### config.mk
export PLATFORM = sky130hd
export DESIGN_NAME = ext_clk_pins
export DESIGN_NICKNAME = d
export VERILOG_FILES = /design/src/rtl/ext_clk_pkg.sv /design/src/rtl/pin_sync_edge.sv /design/src/rtl/pin_pulse_gen.sv /design/src/rtl/ext_clk_lane.sv /design/src/rtl/ext_clk_pins.sv
export SDC_FILE = /design/constraint.sdc
export NUM_CORES = 1
export LEC_CHECK = 0
export ABC_AREA = 1
export BUFFER_PORTS_ARGS = -buffer_cell sky130_fd_sc_hd__buf_4
export CELL_PAD_IN_SITES_DETAIL_PLACEMENT = 1
export CELL_PAD_IN_SITES_GLOBAL_PLACEMENT = 1
export CORE_ASPECT_RATIO = 1.4
export CORE_UTILIZATION = 40
export CTS_CLUSTER_DIAMETER = 30
export DETAILED_ROUTE_END_ITERATION = 10
export HOLD_SLACK_MARGIN = 0.06
export PLACE_DENSITY = 0.83
export SYNTH_ARGS = -nofsm -noshare
export SYNTH_HDL_FRONTEND = slang
export SYNTH_SLANG_ARGS = --single-unit
### constraint.sdc
create_clock -name clk -period 3.4 [get_ports clk]
set_input_delay 0.34 -clock clk [delete_from_list [all_inputs] [get_ports clk]]
set_output_delay 0.34 -clock clk [all_outputs]
set_load 0.01 [all_outputs]
### src/rtl/ext_clk_pkg.sv
package ext_clk_pkg;

  typedef enum logic [1:0] {
    EDGE_RISE = 2'b00,
    EDGE_FALL = 2'b01,
    EDGE_BOTH = 2'b10,
    EDGE_OFF  = 2'b11
  } edge_sel_e;

  // Decide whether a sampled transition (prv -> cur) qualifies under sel.
  function automatic logic edge_hit(edge_sel_e sel, logic cur, logic prv);
    logic r;
    case (sel)
      EDGE_RISE: r = cur & ~prv;
      EDGE_FALL: r = ~cur & prv;
      EDGE_BOTH: r = cur ^ prv;
      default:   r = 1'b0;
    endcase
    return r;
  endfunction

  // Output pulse length in cycles: fixed base plus programmed extension.
  function automatic int unsigned pulse_len(int unsigned base, int unsigned ext);
    return base + ext;
  endfunction

endpackage

### src/rtl/pin_sync_edge.sv
module pin_sync_edge
  import ext_clk_pkg::*;
#(
  parameter int STAGES = 2
) (
  input  logic       clk,
  input  logic       rst_n,
  input  logic       pin,
  input  logic [1:0] sel,
  output logic       evt
);
  // chain[STAGES-1] is the synchronized level, chain[STAGES] its previous value
  logic [STAGES:0] chain;

  always_ff @(posedge clk) begin
    if (!rst_n) chain <= '0;
    else        chain <= {chain[STAGES-1:0], pin};
  end

  assign evt = edge_hit(edge_sel_e'(sel), chain[STAGES-1], chain[STAGES]);
endmodule

### src/rtl/pin_pulse_gen.sv
module pin_pulse_gen
  import ext_clk_pkg::*;
#(
  parameter int WW       = 4,
  parameter int BASE_CYC = 5
) (
  input  logic          clk,
  input  logic          rst_n,
  input  logic          en,
  input  logic          trig,
  input  logic [WW-1:0] width,
  output logic          rise,
  output logic          pulse
);
  localparam int MAXLEN = BASE_CYC + (1 << WW) - 1;
  localparam int CW     = $clog2(MAXLEN + 1);

  logic          trig_q;
  logic          busy;
  logic [CW-1:0] cnt;

  assign rise  = trig & ~trig_q;
  assign pulse = busy;

  always_ff @(posedge clk) begin
    if (!rst_n) trig_q <= 1'b0;
    else        trig_q <= trig;
  end

  always_ff @(posedge clk) begin
    if (!rst_n || !en) begin
      busy <= 1'b0;
      cnt  <= '0;
    end else if (rise) begin
      busy <= 1'b1;
      cnt  <= CW'(pulse_len(BASE_CYC, int'(width)) - 1);
    end else if (busy) begin
      if (cnt == '0) busy <= 1'b0;
      else           cnt  <= cnt - CW'(1);
    end
  end
endmodule

### src/rtl/ext_clk_lane.sv
module ext_clk_lane #(
  parameter int WW       = 4,
  parameter int BASE_CYC = 5,
  parameter int STAGES   = 2
) (
  input  logic          clk,
  input  logic          rst_n,
  input  logic          dir,
  input  logic [1:0]    sel,
  input  logic [WW-1:0] width,
  input  logic          pin_i,
  input  logic          glb_i,
  output logic          pin_o,
  output logic          pin_en,
  output logic          glb_o,
  output logic          evt,
  output logic          rise
);
  logic strobe_q;

  pin_sync_edge #(.STAGES(STAGES)) u_det (
    .clk(clk), .rst_n(rst_n), .pin(pin_i), .sel(sel), .evt(evt)
  );

  pin_pulse_gen #(.WW(WW), .BASE_CYC(BASE_CYC)) u_gen (
    .clk(clk), .rst_n(rst_n), .en(dir), .trig(glb_i), .width(width),
    .rise(rise), .pulse(pin_o)
  );

  always_ff @(posedge clk) begin
    if (!rst_n) strobe_q <= 1'b0;
    else        strobe_q <= evt & ~dir;
  end

  assign glb_o  = strobe_q;
  assign pin_en = dir;
endmodule

### src/rtl/ext_clk_pins.sv
module ext_clk_pins #(
  parameter int N_CH     = 6,
  parameter int WW       = 4,
  parameter int BASE_CYC = 5,
  parameter int STAGES   = 2
) (
  input  logic               clk,
  input  logic               rst_n,
  input  logic [N_CH-1:0]    cfg_dir,
  input  logic [2*N_CH-1:0]  cfg_edge,
  input  logic [WW*N_CH-1:0] cfg_width,
  input  logic [N_CH-1:0]    pin_in,
  output logic [N_CH-1:0]    pin_out,
  output logic [N_CH-1:0]    pin_oe,
  input  logic [N_CH-1:0]    glb_in,
  output logic [N_CH-1:0]    glb_out
);
  // Internal events brought out for the checker
  logic [N_CH-1:0] in_evt;
  logic [N_CH-1:0] out_rise;

  for (genvar g = 0; g < N_CH; g++) begin : g_lane
    ext_clk_lane #(.WW(WW), .BASE_CYC(BASE_CYC), .STAGES(STAGES)) u_lane (
      .clk   (clk),
      .rst_n (rst_n),
      .dir   (cfg_dir[g]),
      .sel   (cfg_edge[2*g +: 2]),
      .width (cfg_width[WW*g +: WW]),
      .pin_i (pin_in[g]),
      .glb_i (glb_in[g]),
      .pin_o (pin_out[g]),
      .pin_en(pin_oe[g]),
      .glb_o (glb_out[g]),
      .evt   (in_evt[g]),
      .rise  (out_rise[g])
    );
  end
endmodule

## Yosys cells after proc, flatten, opt, wreduce, memory -nomap -nowiden

Index checks and enable logic that the tools add are counted.

- Register bits: 66
- Input port bits: 56
- Output and inout bits: 18

- $add $sub $neg: 18
- Eq/ne operators: 18
- Multiplexer cells: 42
- Bitwise gates (word level): 54
- Reduce and logical (&&, ||, !) cells: 37

Operators with widths:

| cell | count |
|---|---|
| $mux 5 | 18 |
| $sub 5x1->5 const B | 12 |
| $add 3x4->5 const A | 6 |
| $logic_not 5->1 | 6 |
| $and 1x1->1 | 24 |
| $not 1->1 | 24 |
| $mux 1 | 18 |
| $pmux 1 s3 | 6 |
| $eq 2x1->1 const B | 6 |
| $eq 2x2->1 const B | 6 |
| $logic_not 2->1 | 6 |
| $ne 2x1->1 const B | 6 |
| $reduce_and 2->1 | 6 |
| $reduce_bool 2->1 | 6 |
| $logic_not 1->1 | 7 |
| $logic_or 1x1->1 | 6 |
| $xor 1x1->1 | 6 |

## Logic depth before layout (Yosys ltp)

Gate-level depths: netlist of run 1.

- Depth in word-level cells: 4
- Mapped depth: 9

## By module

A second synthesis of run 1 with hierarchy kept.

- Cells, all modules: 564
- Area total of the unflattened synthesis: 3851.2 µm²

Modules (own cells, without submodules):

| module | times used | cells each | area an instance (µm²) |
|---|---|---|---|
| pin_pulse_gen | 6 | 70 | 451.7 |
| pin_sync_edge | 6 | 20 | 152.6 |
| ext_clk_lane | 6 | 4 | 37.5 |

## Least setup slack after synthesis of run 1

OpenSTA, ideal clock, no wires.

- Kind: register -> register
- Start: register g_lane[4].u_lane.u_gen.cnt[0]
- End: register g_lane[4].u_lane.u_gen.cnt[1]
- Setup time: 0.113 ns
- Arrival time: 1.045 ns
- Setup slack: 2.242 ns
- Cell stages (with the launch flop): 8
- Buffers on the path: 0
- Clock period less this slack: 1.158 ns
- Path through: dfxtp_1 -> inv_1 -> ha_1 -> nand3_2 -> nand2_2 -> nand2_2 -> nor2_1 -> nor2_1

- Word-level cells in the longest chain between the ends: 4
- Elaborated cells between the ends (all ways): 7
- Those cells by class: 1 x add/sub; 1 x eq/ne; 3 x mux; 2 x reduce/logical

RTL lines:

| element | RTL line | RTL |
|---|---|---|
| start, declared | pin_pulse_gen.sv:20 | `logic [CW-1:0] cnt;` |
| start signal, assigned | pin_pulse_gen.sv:36 | `cnt <= CW'(pulse_len(BASE_CYC, int'(width)) - 1);` |
| start signal, assigned | pin_pulse_gen.sv:39 | `else cnt <= cnt - CW'(1);` |
| $sub 5x1->5 | pin_pulse_gen.sv:39 |  |
| $mux 5 | pin_pulse_gen.sv:38 | `if (cnt == '0) busy <= 1'b0;` |
| $mux 5 | pin_pulse_gen.sv:37 | `end else if (busy) begin` |
| $mux 5 | pin_pulse_gen.sv:34 | `end else if (rise) begin` |

Parallel ways exist; a longest one is shown, timed or not. The select of a mux whose other input is x is not followed.
A chain may end at the register's enable or synchronous reset.

## Final worst setup path of run 1

- Start: register g_lane[0].u_lane.u_gen.cnt[0]
- End: register g_lane[0].u_lane.u_gen.cnt[2]

- Word-level cells in the longest chain between the ends: 4
- Elaborated cells between the ends (all ways): 7
- Those cells by class: 1 x add/sub; 1 x eq/ne; 3 x mux; 2 x reduce/logical

RTL lines:

| element | RTL line |
|---|---|
| start, declared | pin_pulse_gen.sv:20 |
| start signal, assigned | pin_pulse_gen.sv:36 |
| start signal, assigned | pin_pulse_gen.sv:39 |
| $sub 5x1->5 | pin_pulse_gen.sv:39 |
| $mux 5 | pin_pulse_gen.sv:38 |
| $mux 5 | pin_pulse_gen.sv:37 |
| $mux 5 | pin_pulse_gen.sv:34 |

Parallel ways exist; a longest one is shown, timed or not. The select of a mux whose other input is x is not followed.

==> results of run 1 <==
## how the worst max path moves through the flow
stage | from | end | slack [ns] | cells past startpoint
3_5_place_dp | rst_n | g_lane[4].u_lane.u_gen.cnt[0] | 1.98 | 5
2_1_floorplan | g_lane[4].u_lane.u_gen.cnt[0] | g_lane[4].u_lane.u_gen.cnt[1] | 2.24 | 7
6_report | g_lane[0].u_lane.u_gen.cnt[0] | g_lane[0].u_lane.u_gen.cnt[2] | 2.05 | 8
5_1_grt | g_lane[4].u_lane.u_gen.cnt[0] | g_lane[4].u_lane.u_gen.cnt[0] | 1.93 | 7
3_3_place_gp | rst_n | g_lane[1].u_lane.u_gen.cnt[0] | 2.05 | 5
4_1_cts | g_lane[4].u_lane.u_gen.cnt[0] | g_lane[4].u_lane.u_gen.cnt[0] | 2.04 | 7
## Yosys cell counts
master / count
nand3_2: 3
inv_2: 6
nand4_1: 1
nor3_1: 6
dfxtp_1: 66
nand2_4: 6
inv_1: 87
nor2_1: 83
clkbuf_1: 1
nand3_1: 35
a211oi_1: 6
nor2_2: 4
nand2_1: 133
buf_2: 1
nand4_4: 1
nand2_2: 10
buf_4: 20
nand3b_1: 11
nor2_4: 8
nand4_2: 4
o21ai_1: 2
a21oi_1: 21
o21ai_0: 15
or2_4: 5
or2_1: 6
ha_1: 24
## flip-flops by register name (all words and copies together) (netlist names)
register	flops
g_lane.u_lane.u_gen.trig_q	6
g_lane.u_lane.glb_o	6
g_lane.u_lane.u_gen.cnt	30
g_lane.u_lane.u_det.chain	18
g_lane.u_lane.u_gen.pulse	6
## power breakdown
group	switching, mW	leakage (nW)	internal [mW]
logic	0.234	1.78	0.174
registers	0.0310	0.541	0.812
clock network	0.328	0.138	0.566
## critical path, stage by stage (launching register included)
cell	delay [ns]
dfxtp_1	0.33
inv_1	0.10
ha_1	0.28
inv_1	0.08
nor2_1	0.04
o21ai_0	0.18
nand2_1	0.08
nor2_1	0.10
nor2_1	0.06
## cell type report
type	instances	area [um2]	area share, %
multi-input combinational	384	2070	44.0
sequential	66	1320	28.1
timing repair buffer	73	548	11.6
inverter	93	349	7.42
clock buffer	13	240	5.11
tap	110	138	2.93
clock inverter	3	40.0	0.851
## per-stage QoR
stage                     utilization, %  power (mW)
after detailed placement            46.8        1.27
after floorplan                        -        1.14
after CTS                           49.7        2.17
final                               49.7        2.14
after global routing                49.7        2.26
after global placement              46.8        1.24
## metal layers
layer  wire length [um]  share of wire (%)  up-vias
li1                   -                  -     1851
met1               3900                 41     1717
met2               5200                 54       69
met3                314                3.3       17
met4                184                1.9        0
met5                  0                  0        -
## cell families (layout without fill, tap and decap cells)
family	count (synthesis)	count (layout)	synth area share [%]
simple gates	316	316	39.3
buf+inv	115	182	13.0
flops	66	66	33.9
compound gates	44	44	6.04
fa+ha+maj	24	24	7.70
==> flow_summary.yaml, run 1 <==
run_status:
  status: "completed"
synthesis:
  avgSynthCellArea_um2: 6.90
  synth_area_um2: 3900
  synth.largest_area_cell: "dfxtp_1"
  yosysTopAreaCellShare_pct: 33.9
  synth.area.top_cells: "dfxtp_1 34%, nand2_1 13%, inv_1 8.4%"
  synthCells: 565
  ys_seq_area_share_pct: 33.9
  ys_ff_latch: 66
  ys_warn_count: 0
  synth.distinct_cells: 26
  synth_fp_nets: 645
die:
  initial_utilization_pct: 41.2
  die_h_um: 119
  ioPinCount: 74
  rows: 42
  die_area_um2: 10100
  fp.dieW_um: 85.4
  coreArea_um2: 9460
grt:
  use_met3_pct: 4.47
  grt_busiest_layer: "met2"
  grt_usage_pct: 20.6
  grt_max_degree: 37
  grt-ovfl-total: 0
  use_met1_pct: 22.3
  grt.met2_usage_pct: 38.1
  grt_pass1_vias: 3903
  grt_pass1_wl_um: 16800
  antenna_found_initial: 0
cts:
  ctsHoldBuffers: 0
  post_cts_resized: 0
  clock_path_buffers: 2
  cts_tree: "done"
  clkLatencyLatePin_ns: 0.33
  clkSinkCount: 66
  cts_root_buf: "clkbuf_16"
  cts_setup_buffers: 0
  cts.htree.levels: 3
  numCtsBuffers: 9
  path_clk_slew_ns: 0.06
sta:
  final-max-slew-violation-count: 0
  rsz0062_at_grt: "false"
  post-route-period-util_pct: 39.8
  setup_viol: 0
  fmax_mhz: 739
  layout_min_cycle_time_ns: 1.35
  relSlewSlack_pct: 72.7
  tightestPinTransition_ns: 0.410
  setup_slack_ns: 2.05
  hold_viol: 0
  skew_ns: 0.00818
  fin_tns_setup_ns: 0
  holdWs_ns: 0.201
power:
  power.density_nw_per_um2: 456
  p_leak_nw: 2.46
  vdd_drop_max_mv: 0.295
drt:
  drc: 0
  num_vias: 3654
  drt-total-wl_um: 9600
  wl_per_cell_um: 12.9
  drt_iter0_drc: 72
  vias_per_cell: 4.92
  drtPass1Iterations: 4
  detail-route-antenna-nets: 0
worst_hold_path:
  hold_path.class: "input pin to flip-flop"
  whs_path_depth: 2
  holdPathEnd: "g_lane[5].u_lane.glb_o"
  hp-start: "cfg_edge[10]"
placed_design:
  place_congestion: 0.884
  hpwl_um: 7410
  dpl.cell_count: 726
  place_area_um2: 4420
  io_buffers: 73
  pre_cts_slack_ns: 1.98
critical_path:
  worstRegToRegCells: 8
  cp_max_fo: 5
  cp-start-kind: "flip-flop"
  r2r_end: "g_lane[0].u_lane.u_gen.cnt[2]"
  path_class: "flip-flop to flip-flop"
  cp.arrival_ns: 1.57
  crit-reg2reg-launch: "g_lane[0].u_lane.u_gen.cnt[0]"
  r2r_slack_ns: 2.05
  worstSetupEndpointType: "flip-flop"
  crit_required_ns: 3.62
final_layout:
  fillCellCount: 1261
  final_common_cell: "nand2_1"
  area_growth_pct: 20.7
  final_nets: 707
  layout_common_cells: "133 x nand2_1, 87 x inv_1, 83 x nor2_1"
  final_area_um2: 4700
  n_antenna_cell: 0
  stdcell_count: 742
  drive_gt1_share_pct: 20.9
flow_run:
  drv_cap: 0
Note: power is estimated with default switching activity, not from simulation.
==> inputs of run 2 (changes only) <==
Settings changed: CORE_UTILIZATION 40 to 39, PLACE_DENSITY 0.83 to 0.81.
Clock period 3.4 ns to 1.29 ns, I/O delays scaled along.
==> run 2 against run 1 <==
Compared with the run above:
- via count grew 2.2%
- hold slack lost 0.13 ns
- largest cell class unchanged
- highest routed layer unchanged
- cell count grew 5.9%
==> flow_summary.yaml, run 2 (synthesis gave the netlist of run 1 again) <==
drt:
  wl_per_cell_um: 13.1
  num_vias: 3735
  detail-route-antenna-nets: 0
  drtPass1Iterations: 4
  vias_per_cell: 4.75
  drt_iter0_drc: 70
  drt-total-wl_um: 10300
  drc: 0
sta:
  hold_viol: 0
  final-max-slew-violation-count: 0
  skew_ns: 0.00597
  tightestPinTransition_ns: 0.302
  layout_min_cycle_time_ns: 1.21
  holdWs_ns: 0.0735
  rsz0062_at_grt: "false"
  post-route-period-util_pct: 93.8
  relSlewSlack_pct: 79.6
  fin_tns_setup_ns: 0
  setup_viol: 0
  fmax_mhz: 826
cts:
  cts_root_buf: "clkbuf_16"
  clkSinkCount: 66
  clkLatencyLatePin_ns: 0.33
  clock_path_buffers: 2
  cts.htree.levels: 3
  numCtsBuffers: 9
  cts_tree: "done"
  path_clk_slew_ns: 0.05
placed_design:
  place_area_um2: 4490
  io_buffers: 73
  place_congestion: 0.797
  hpwl_um: 7480
critical_path:
  cp_common_cell: "nand2_1"
  cp-start-kind: "input pin"
  slowest_stage: "dlygate4sd3_1"
  cp_top_family: "buffers and inverters"
  cp_max_fo: 6
  timing.critical_path.buf_inv: 3
  critPathMaxStageDelay_ns: 0.54
  worstSetupEndpointType: "flip-flop"
  crit_required_ns: 1.52
  crit_chain: "dlygate4sd3_1 -> buf_4 -> inv_2 -> nor2_4 -> or2_4 -> nand2_4 -> nand2_1 -> nand2_1 -> nor2_1"
  cp.arrival_ns: 1.44
  path_class: "input pin to flip-flop"
final_layout:
  final_common_cell: "nand2_1"
  largest_reg_flops: 30
  final_area_um2: 5040
  layout_common_cells: "133 x nand2_1, 83 x inv_1, 83 x nor2_1"
  area_growth_pct: 29.4
  final_nets: 730
  utilization_pct: 52.7
  drive_gt1_share_pct: 23.5
  reg_top3: "g_lane.u_lane.u_gen.cnt: 30 flops, g_lane.u_lane.u_det.chain: 18 flops"
  regMostFlops: "g_lane.u_lane.u_gen.cnt"
  n_antenna_cell: 0
die:
  ioPinCount: 74
  die_h_um: 120
  coreArea_um2: 9560
  initial_utilization_pct: 40.8
  rows: 42
  fp.dieW_um: 86.5
  die_area_um2: 10400
power:
  comb_power_share_pct: 19.6
  p_leak_nw: 2.58
  power_mw: 5.92
  p_sw_share_pct: 27.3
  power.share.clock_pct: 42.9
  p_int_mw: 4.30
  vdd_drop_max_mv: 0.574
  p_sw_mw: 1.62
  p_seq_share_pct: 37.5
  power.density_nw_per_um2: 1170
grt:
  antenna_found_initial: 0
  grt_pass1_wl_um: 17400
  grt_usage_pct: 21.1
  grt_max_degree: 24
  grt_pass1_vias: 4069
  grt-ovfl-total: 0
worst_hold_path:
  hold_path.class: "input pin to flip-flop"
flow_run:
  drv_cap: 0
run_status:
  status: "completed"
-- run 2: worst reg2reg max path, cell delays in order (launching register included) --
cell      delay, ns
dfxtp_1        0.36
inv_1          0.06
ha_1           0.28
nand2_1        0.07
nand3b_1       0.08
a211oi_2       0.26
-- run 2: final timing paths --
kind | cells after the start | slack (ns) | end | startpoint
min reg2reg | 2 | 0.41 | g_lane[2].u_lane.u_det.chain[1] | g_lane[2].u_lane.u_det.chain[0]
min | 4 | 0.07 | g_lane[5].u_lane.glb_o | cfg_edge[11]
max | 9 | 0.08 | g_lane[1].u_lane.u_gen.cnt[2] | glb_in[1]
max reg2reg | 5 | 0.08 | g_lane[4].u_lane.glb_o | g_lane[4].u_lane.u_det.chain[1]
-- run 2: per-stage QoR --
stage | setup slack [ns] | instances
final | 0.0800 | 786
after global routing | 0.00110 | 786
after CTS | 0.00509 | 786
after detailed placement | -0.0372 | 753
after global placement | 0.0268 | 753
after floorplan | 0.132 | 565
-- run 2: layout make-up --
class	count	area, um2
Fill cell	1259	4520
Multi-Input combinational cell	384	2130
Sequential cell	66	1330
Timing Repair Buffer	96	766
Inverter	93	349
Clock buffer	13	270
Tap cell	132	165
Clock inverter	2	35.0
-- run 2: timing repair --
action | in CTS | in global routing
hold buffers | 18 | 0
hold endpoints to repair | 18 | 0
endpoints found under the setup margin | 10 | 30
gates resized for setup | 5 | 17
buffers inserted | 0 | 0
-- run 2: power groups by stage --
stage | Clock, mW | Combinational, mW | Sequential, mW
floorplan | 0 | 0.753 | 2.24
global placement | 0 | 1.03 | 2.26
detailed placement | 0 | 1.08 | 2.26
CTS | 2.59 | 1.15 | 2.22
global route | 2.66 | 1.32 | 2.23
finish | 2.54 | 1.16 | 2.22
-- run 2: per-layer routing --
layer  global-route usage, %  vias to the layer above  part of all wire (%)
met5                       0                        -                     0
met4                    9.58                        0                   2.4
met3                    3.55                       17                   2.7
met2                    39.8                       61                    54
met1                    22.4                     1758                    41
li1                        -                     1899                     -
==> inputs of run 3 (changes only) <==
Settings changed: CORE_UTILIZATION 39 to 29, PLACE_DENSITY 0.81 to 0.64.
==> run 3 against run 2 <==
Compared with the run above:
- cell count increased by 6.6%
- power decreased by 5.4%
- sequential cell count unchanged
- highest routed layer unchanged
- design area increased by 1.1%
- combinational power about the same
- routed wire length decreased by 2.4%
- critical path type unchanged
- clock power decreased by 12%
==> flow_summary.yaml, run 3 (synthesis gave the netlist of run 1 again) <==
drt:
  wl_per_cell_um: 12.0
  drt-total-wl_um: 10000
  drtPass1Iterations: 4
  detail-route-antenna-nets: 0
  vias_per_cell: 4.39
  drt_iter0_drc: 28
  num_vias: 3681
  drc: 0
cts:
  cts_tree: "done"
  path_clk_slew_ns: 0.05
  clkSinkCount: 66
  cts_root_buf: "clkbuf_16"
  clock_path_buffers: 2
  clkLatencyLatePin_ns: 0.33
  cts.htree.levels: 3
  numCtsBuffers: 9
critical_path:
  worstSetupEndpointType: "flip-flop"
  cp-start-kind: "input pin"
  cp_common_cell: "nand2_1"
  crit_chain: "dlygate4sd3_1 -> buf_4 -> inv_2 -> nor2_4 -> or2_4 -> nand2_1 -> nand2_1 -> nand2_1 -> nor2_1"
  slowest_stage: "dlygate4sd3_1"
  path_class: "input pin to flip-flop"
  critPathMaxStageDelay_ns: 0.53
  cp_top_family: "buffers and inverters"
  crit_path_start: "glb_in[4]"
  timing.critical_path.buf_inv: 3
  crit_required_ns: 1.51
  cp.arrival_ns: 1.44
  crit-reg2reg-launch: "g_lane[0].u_lane.u_gen.cnt[0]"
  r2r_slack_ns: 0.10
  cp_max_fo: 6
placed_design:
  hpwl_um: 7840
  io_buffers: 73
  place_congestion: 0.785
  pre_cts_slack_ns: -0.0750
sta:
  setup_slack_ns: 0.0730
  skew_ns: 0.00504
  relSlewSlack_pct: 79.2
  tightestPinTransition_ns: 0.312
  final-max-slew-violation-count: 0
  hold_viol: 0
  post-route-period-util_pct: 94.3
  setup_viol: 0
  fmax_mhz: 822
  rsz0062_at_grt: "false"
  layout_min_cycle_time_ns: 1.22
worst_hold_path:
  hold_path.class: "input pin to flip-flop"
  hp-start: "cfg_width[4]"
final_layout:
  reg_top3: "g_lane.u_lane.u_gen.cnt: 30 flops, g_lane.u_lane.u_det.chain: 18 flops"
  utilization_pct: 39.2
  final_common_cell: "nand2_1"
  final_nets: 735
  area_growth_pct: 30.9
  n_antenna_cell: 0
  drive_gt1_share_pct: 23.0
  largest_reg_flops: 30
  regMostFlops: "g_lane.u_lane.u_gen.cnt"
  layout_common_cells: "133 x nand2_1, 85 x inv_1, 82 x nor2_1"
power:
  power.density_nw_per_um2: 1100
  vdd_drop_max_mv: 0.542
  p_leak_nw: 2.59
flow_run:
  drv_cap: 0
die:
  coreArea_um2: 13000
  rows: 49
  ioPinCount: 74
  initial_utilization_pct: 30.0
  die_h_um: 139
  fp.dieW_um: 100
  die_area_um2: 13900
grt:
  grt_pass1_vias: 3878
  grt-ovfl-total: 0
  antenna_found_initial: 0
  grt_max_degree: 24
  grt_usage_pct: 15.1
  grt_pass1_wl_um: 16900
run_status:
  status: "completed"
==> run 3: cell count changes in the layout (fill, tap and decap cells not counted), sizes merged <==
cell / delta
bufinv: -1
dlygate4sd3: +3
clkinv: +2
buf: +2
==> run 3: final cells by class <==
type / instances / area (um2)
fill: 1659 / 7900
multi-input combinational: 384 / 2130
sequential: 66 / 1320
timing repair buffer: 101 / 811
inverter: 93 / 349
clock buffer: 13 / 250
tap: 178 / 223
clock inverter: 3 / 15.0
==> run 3: metrics by stage <==
step	area, um2	power, mW	TNS [ns]	hold slack [ns]	cells
final	5100	5.60	0	0.0716	838
after detailed placement	4560	3.35	-0.191	0.321	801
after global routing	5100	5.96	0	0.0882	838
after floorplan	3900	2.99	0	0.222	565
after global placement	4560	3.31	0	0.315	801
after CTS	5050	5.72	0	0.0612	838
==> run 3: report_power, final <==
group          switching, mW  internal, mW
Clock                  0.881          1.34
Sequential            0.0785          2.14
Combinational          0.628         0.532
Total                   1.59          4.02
==> run 3: timing repair <==
item / CTS / global route
endpoints found under the setup margin: 6 / 24
buffers inserted: 0 / 0
resized for setup: 3 / 16
hold buffers: 21 / 0
endpoints found under the hold margin: 21 / 0
==> run 3: tightest hold or removal path: cells and delay by family <==
kind / cells / cell delay, ns
compound gates: 1 / 0.07
buf+inv: 1 / 0.07
simple gates: 1 / 0.09
==> run 3: final timing paths <==
path,depth (start not counted),to
worst max-delay path,9,g_lane[4].u_lane.u_gen.cnt[2]
worst min-delay path,3,g_lane[1].u_lane.u_gen.cnt[0]
worst min register to register,2,g_lane[4].u_lane.u_det.chain[1]
worst max register to register,7,g_lane[0].u_lane.u_gen.cnt[1]
==> run 3: routing by layer <==
layer	vias up	share of wire (%)	GRT usage, %
met5	-	0	0
met4	0	1.3	4.81
met3	8	3.2	3.23
met2	57	54	28.8
met1	1705	41	16.2
li1	1911	-	-
